--- config.mk ---
export PLATFORM = sky130hd
export DESIGN_NAME = bsr_top
export DESIGN_NICKNAME = d
export VERILOG_FILES = /design/src/rtl/bsr_pkg.sv /design/src/rtl/bsr_ctl.sv /design/src/rtl/bsr_chain.sv /design/src/rtl/bsr_latch.sv /design/src/rtl/bsr_pinmux.sv /design/src/rtl/bsr_top.sv
export SDC_FILE = /design/constraint.sdc
export NUM_CORES = 1
export LEC_CHECK = 0
export CAP_MARGIN = 25
export CELL_PAD_IN_SITES_DETAIL_PLACEMENT = 0
export CELL_PAD_IN_SITES_GLOBAL_PLACEMENT = 1
export CORE_MARGIN = 2
export CORE_UTILIZATION = 30
export DETAILED_ROUTE_END_ITERATION = 6
export PLACE_DENSITY = 0.75
export RECOVER_POWER = 25
export SYNTH_ARGS = -nofsm -noshare
export SYNTH_HDL_FRONTEND = slang
export SYNTH_SLANG_ARGS = --single-unit
--- constraint.sdc ---
create_clock -name tck -period 2.6 [get_ports tck]
set_clock_uncertainty 0.05 [all_clocks]
set_input_delay 0.26 -clock tck [delete_from_list [all_inputs] [get_ports tck]]
set_output_delay 0.26 -clock tck [all_outputs]
set_load 0.02 [all_outputs]
--- src/rtl/bsr_pkg.sv ---
package bsr_pkg;

    typedef enum logic [1:0] {
        OP_HOLD    = 2'd0,
        OP_CAPTURE = 2'd1,
        OP_SHIFT   = 2'd2
    } chain_op_e;

    typedef struct packed {
        logic from_latch;
        logic force_off;
    } pin_ctl_t;

endpackage

--- src/rtl/bsr_ctl.sv ---
module bsr_ctl
    import bsr_pkg::*;
(
    input  logic      capture_dr,
    input  logic      shift_dr,
    input  logic      update_dr,
    input  logic      mode_sample,
    input  logic      mode_extest,
    input  logic      mode_highz,
    input  logic      mode_clamp,
    output chain_op_e chain_op,
    output logic      upd_load,
    output pin_ctl_t  pin_ctl
);

    logic in_path;

    always_comb begin
        in_path = mode_sample | mode_extest;
        if (in_path && capture_dr) begin
            chain_op = OP_CAPTURE;
        end else if (in_path && shift_dr) begin
            chain_op = OP_SHIFT;
        end else begin
            chain_op = OP_HOLD;
        end
        upd_load           = in_path & update_dr;
        pin_ctl.from_latch = mode_extest | mode_clamp;
        pin_ctl.force_off  = mode_highz;
    end

endmodule

--- src/rtl/bsr_chain.sv ---
module bsr_chain
    import bsr_pkg::*;
#(
    parameter int LEN = 12
) (
    input  logic           tck,
    input  logic           trst_n,
    input  chain_op_e      chain_op,
    input  logic           tdi,
    input  logic [LEN-1:0] cap_vec,
    output logic [LEN-1:0] cells,
    output logic           tdo
);

    typedef struct packed {
        logic [LEN-1:0] cells;
    } chain_s;

    chain_s st_d, st_q;

    always_comb begin
        st_d = st_q;
        unique case (chain_op)
            OP_CAPTURE: st_d.cells = cap_vec;
            OP_SHIFT:   st_d.cells = {tdi, st_q.cells[LEN-1:1]};
            default:    st_d.cells = st_q.cells;
        endcase
    end

    always_ff @(posedge tck or negedge trst_n) begin
        if (!trst_n) begin
            st_q <= '0;
        end else begin
            st_q <= st_d;
        end
    end

    assign cells = st_q.cells;
    assign tdo   = st_q.cells[0];

endmodule

--- src/rtl/bsr_latch.sv ---
module bsr_latch #(
    parameter int W = 8
) (
    input  logic         tck,
    input  logic         trst_n,
    input  logic         tlr,
    input  logic         upd_load,
    input  logic [W-1:0] shift_val,
    output logic [W-1:0] held
);

    typedef struct packed {
        logic [W-1:0] bits;
    } latch_s;

    latch_s lt_d, lt_q;

    always_comb begin
        lt_d = lt_q;
        if (tlr) begin
            lt_d.bits = '0;
        end else if (upd_load) begin
            lt_d.bits = shift_val;
        end
    end

    always_ff @(negedge tck or negedge trst_n) begin
        if (!trst_n) begin
            lt_q <= '0;
        end else begin
            lt_q <= lt_d;
        end
    end

    assign held = lt_q.bits;

endmodule

--- src/rtl/bsr_pinmux.sv ---
module bsr_pinmux
    import bsr_pkg::*;
#(
    parameter int N_OUT = 4
) (
    input  pin_ctl_t           pin_ctl,
    input  logic [N_OUT-1:0]   core_out,
    input  logic [N_OUT-1:0]   core_oe,
    input  logic [2*N_OUT-1:0] held,
    output logic [N_OUT-1:0]   pin_out,
    output logic [N_OUT-1:0]   pin_oe
);

    for (genvar j = 0; j < N_OUT; j++) begin : g_pin
        always_comb begin
            pin_out[j] = pin_ctl.from_latch ? held[2*j] : core_out[j];
            if (pin_ctl.force_off) begin
                pin_oe[j] = 1'b0;
            end else begin
                pin_oe[j] = pin_ctl.from_latch ? held[2*j+1] : core_oe[j];
            end
        end
    end

endmodule

--- src/rtl/bsr_top.sv ---
module bsr_top
    import bsr_pkg::*;
#(
    parameter int N_IN  = 4,
    parameter int N_OUT = 4
) (
    input  logic             tck,
    input  logic             trst_n,
    input  logic             tlr,
    input  logic             capture_dr,
    input  logic             shift_dr,
    input  logic             update_dr,
    input  logic             mode_sample,
    input  logic             mode_extest,
    input  logic             mode_highz,
    input  logic             mode_clamp,
    input  logic             tdi,
    output logic             tdo,
    input  logic [N_OUT-1:0] core_out,
    input  logic [N_OUT-1:0] core_oe,
    output logic [N_OUT-1:0] pin_out,
    output logic [N_OUT-1:0] pin_oe,
    input  logic [N_IN-1:0]  pin_in,
    output logic [N_IN-1:0]  core_in
);

    localparam int OUT_CELLS = 2 * N_OUT;
    localparam int LEN       = N_IN + OUT_CELLS;

    chain_op_e            chain_op;
    logic                 upd_load;
    pin_ctl_t             pin_ctl;
    logic [LEN-1:0]       cap_vec;
    logic [LEN-1:0]       chain_bits;
    logic [OUT_CELLS-1:0] upd_bits;

    for (genvar i = 0; i < N_IN; i++) begin : g_in_cell
        assign cap_vec[i] = pin_in[i];
    end

    for (genvar j = 0; j < N_OUT; j++) begin : g_out_cell
        assign cap_vec[N_IN+2*j]   = core_out[j];
        assign cap_vec[N_IN+2*j+1] = core_oe[j];
    end

    assign core_in = pin_in;

    bsr_ctl u_ctl (
        .capture_dr  (capture_dr),
        .shift_dr    (shift_dr),
        .update_dr   (update_dr),
        .mode_sample (mode_sample),
        .mode_extest (mode_extest),
        .mode_highz  (mode_highz),
        .mode_clamp  (mode_clamp),
        .chain_op    (chain_op),
        .upd_load    (upd_load),
        .pin_ctl     (pin_ctl)
    );

    bsr_chain #(.LEN(LEN)) u_chain (
        .tck      (tck),
        .trst_n   (trst_n),
        .chain_op (chain_op),
        .tdi      (tdi),
        .cap_vec  (cap_vec),
        .cells    (chain_bits),
        .tdo      (tdo)
    );

    bsr_latch #(.W(OUT_CELLS)) u_latch (
        .tck       (tck),
        .trst_n    (trst_n),
        .tlr       (tlr),
        .upd_load  (upd_load),
        .shift_val (chain_bits[LEN-1:N_IN]),
        .held      (upd_bits)
    );

    bsr_pinmux #(.N_OUT(N_OUT)) u_pinmux (
        .pin_ctl  (pin_ctl),
        .core_out (core_out),
        .core_oe  (core_oe),
        .held     (upd_bits),
        .pin_out  (pin_out),
        .pin_oe   (pin_oe)
    );

endmodule

[Word-level counts from Yosys, hierarchy flattened]
Cells that the tools add are included.
Storage, ports and cells
  register bits: 20
  latch bits: 0
  memory bits (writable): 0
  ROM bits: 0
  bits of input ports: 23
  output and inout port bits: 13
  word-level logic and storage cells: 28
  memories kept: 0
Cells by class
  add/sub/neg operators: 0
  multipliers: 0
  divide/modulo/power cells: 0
  $lt $le $gt $ge: 0
  eq/ne operators: 2
  shift-type cells: 0
  muxes and demuxes: 17
  bitwise gates (word level): 3
  reductions and logical operators: 4
Operators with widths (number)
  $pmux 12 s2: 1
  $mux 8: 2
  $mux 1: 12
  $mux 2: 2
  $reduce_bool 2->1: 2
  $eq 2x1->1 const B: 1
  $eq 2x2->1 const B: 1
  $logic_and 1x1->1: 2
  $or 1x1->1: 2
  $and 1x1->1: 1

[Logic depth before layout (Yosys ltp)]
  depth in word-level cells: 6
  mapped depth: 5

[Hierarchy]
From an unflattened synthesis, not the netlist that was laid out.
Unflattened totals
  cells, all modules: 103
  area, all modules: 1099.8 µm²
Modules (own cells, without submodules)
  bsr_chain: instances 1, cells an instance 54, area an instance 573.0 µm²
  bsr_latch: instances 1, cells an instance 26, area an instance 325.3 µm²
  bsr_pinmux: instances 1, cells an instance 13, area an instance 126.4 µm²
  bsr_ctl: instances 1, cells an instance 6, area an instance 45.0 µm²
  bsr_top: instances 1, cells an instance 4, area an instance 30.0 µm²

==> impl_metrics.tcl <==
set metrics [dict create \
    status "finished with violations" \
    failed_checks "setup timing" \
    synth-edff-count 0 \
    die_h_um 65.47 \
    ys_top_cells_by_count "a22oi_1 (12), a31oi_1 (12), dfrtp_1 (12), nor2b_1 (12), o21ai_1 (10)" \
    syn_nets 140 \
    r2r_end "u_latch.held[7]" \
    rows 22 \
    yosysTopAreaCell "dfrtp_1" \
    max_cap_violations 0 \
    final-seq-area_um2 500.5 \
    final_hold_viol_count 0 \
    relSlewSlack_pct 37.24 \
    finalMaxSlewViolations 0 \
    yosysTopAreaCellShare_pct 26.49 \
    cp-end-kind "output port" \
    r2r_slack_ns 0.50 \
    synth_ff_type "dfrtp_1" \
    multiInputGateArea_um2 564.3 \
    cts.root.buffer_cell "clkbuf_8" \
    finalSetupViolCount 8 \
    grt_pass1_wl_um 5085 \
    io_buffers 35 \
    die_w_um 65.47 \
    drt_wl_total_um 3037 \
    cp_max_fo 2 \
    async_reset_ff_share_pct 100.0 \
    startpoint_type "register" \
    avgSynthCellArea_um2 9.689 \
    ctsLongestPathBuffers 2 \
    synth_seq_cells 20 \
    cts_sinks 20 \
    required_ns 2.29 \
    cts_buffers 3 \
    gp_congestion 0.6728 \
    drive_above_1_share_pct 21.25 \
    fin_cells 208 \
    drc 0 \
    grt_remaining_overflow 0 \
    vdd_ir_drop_max_uv 146.0 \
    setup_slack_ns -0.04221 \
    hold_ws_ns 0.4223 \
    path_delay_family "flip-flops" \
    synth_sequential_area_ratio_pct 44.15 \
    tightest_slew_ns 0.9414 \
    area_growth_syn_to_layout_pct 45.81 \
    path_class "register to output port" \
    htreeDepth 1 \
    io_pins 36 \
    grt_max_degree 25 \
    fillers 383 \
    cts_tree "built" \
    drt_iter0_markers 59 \
    clk_pin_slew_ns 0.05 \
    rsz0062_at_grt "true" \
    crit_start "u_latch.held[5]" \
    antenna_left 0 \
    dp_hpwl_um 2117 \
    yosysWarnings 0 \
    grt_pass1_vias 1064 \
    max_stage_delay_ns 0.41 \
    cp.arrival_ns 2.33 \
    crit_slowest_cell "dfrtn_1" \
    min_from "u_latch.held[3]" \
    syn-instance-count 117 \
    worst-path-buf-inv 1 \
    vias_per_cell 5.058 \
    antenna_found_initial 0 \
    start_util_pct 31.20 \
    vias 1052 \
    core-area_mm2 0.003633 \
    power_density_mw_per_mm2 512.0 \
    placedCellCount 198 \
    finalSetupTns_ns -0.2523 \
    grt_util_all_layers_pct 15.44 \
    drtPass1Iterations 4 \
    holdPathEnd "u_latch.held[3]" \
    whs_path_depth 2 \
    hp-class "register to register" \
    cellLeakagePower_nw 0.7228 \
    yosys-top-cells-area "dfrtp_1 (26%), dfrtn_1 (18%), a22oi_1 (7.9%), mux2i_1 (7.1%), a31oi_1 (6.6%)" \
    synth_cell_types 21 \
    post-place-ws_ns -0.2541 \
    nets 184 \
    worstSkewPairLatency_ns 0.26 \
    routedWlPerCell_um 14.60 \
    antenna_cells 0 \
    r2r_cells 2 \
    path_cells "o21ai_1 > a21oi_1 > buf_4" \
    syn_area_mm2 0.001134 \
    r2r_start "u_chain.cells[11]" \
    die_area_mm2 0.004286 \
]
==> final cells by class <==
type	count	area share, %
flip-flops and latches	20	30.28
well taps	48	3.634
clock buffers	4	3.331
multi-input cells	85	34.14
repair buffers	51	28.61
==> worst max-delay path by stage <==
stage	cells past startpoint	end	slack [ns]
floorplan	4	u_latch.held[0]	0.16
detailed placement	5	u_latch.held[7]	-0.25
finish	3	pin_oe[2]	-0.04
global placement	3	pin_oe[2]	-0.24
global route	3	pin_oe[3]	-0.12
CTS	3	pin_oe[2]	-0.05
==> power breakdown <==
group / switching [mW] / internal [mW]
Sequential: 0.0289 / 0.346
Combinational: 0.105 / 0.126
Clock: 0.106 / 0.135
==> metrics by stage <==
stage,total power [mW],cell area [um2],util [%]
3_5_place_dp,0.6005,1551,42.70
6_report,0.8462,1653,45.49
2_1_floorplan,0.4952,1134,-
5_1_grt,0.8927,1653,45.49
3_3_place_gp,0.5950,1551,42.70
4_1_cts,0.8495,1632,44.90
==> metal layers <==
layer | part of all wire (%) | up-vias | GRT usage, %
li1 | - | 510 | -
met1 | 46 | 508 | 20.80
met2 | 46 | 28 | 24.36
met3 | 4.7 | 6 | 1.712
met4 | 2.7 | 0 | 8.073
met5 | 0 | - | 0
==> sequential cells by signal, summed over array words and instances, names as in the netlist <==
register,count
u_chain.cells,12
u_latch.held,8
==> kinds of logic (layout without fill, tap and decap cells) <==
kind of cell	count (synthesis)	in the layout	share of synthesized area, %
AO/OA/AOI/OAI	46	46	25.50
buffers and inverters	12	55	7.063
flip-flops	20	20	44.15
multiplexers	12	12	11.04
AND/OR/NAND/NOR	27	27	12.25
==> tightest hold or removal path: cells and delay by family, from the launching register on <==
kind / cells / cell delay, ns
flip-flops: 1 / 0.41
AND/OR/NAND/NOR: 1 / 0.08
multiplexers: 1 / 0.07
==> cell usage in the layout (no fill, tap or decap), types with 3 or more instances in the layout <==
cell type / synthesis / routed
dfrtn_1: 8 / 8
mux2i_1: 8 / 8
a31oi_1: 12 / 12
dfrtp_1: 12 / 12
o21ai_1: 10 / 14
a22oi_1: 12 / 12
nor2_1: 9 / 9
buf_4: 4 / 17
nor2b_1: 12 / 12
clkbuf_8: 0 / 4
clkdlybuf4s50_1: 0 / 25
nand2_1: 4 / 4
buf_6: 2 / 4
a21oi_1: 4 / 3
==> timing repair <==
action,4_1_cts,5_1_grt
gates resized for setup,48,4
endpoints found under the setup margin,8,10
setup buffers,4,2
hold buffers,0,0
pin swaps,4,0
hold endpoints to repair,0,0
Note: power is estimated with default switching activity, not from simulation.
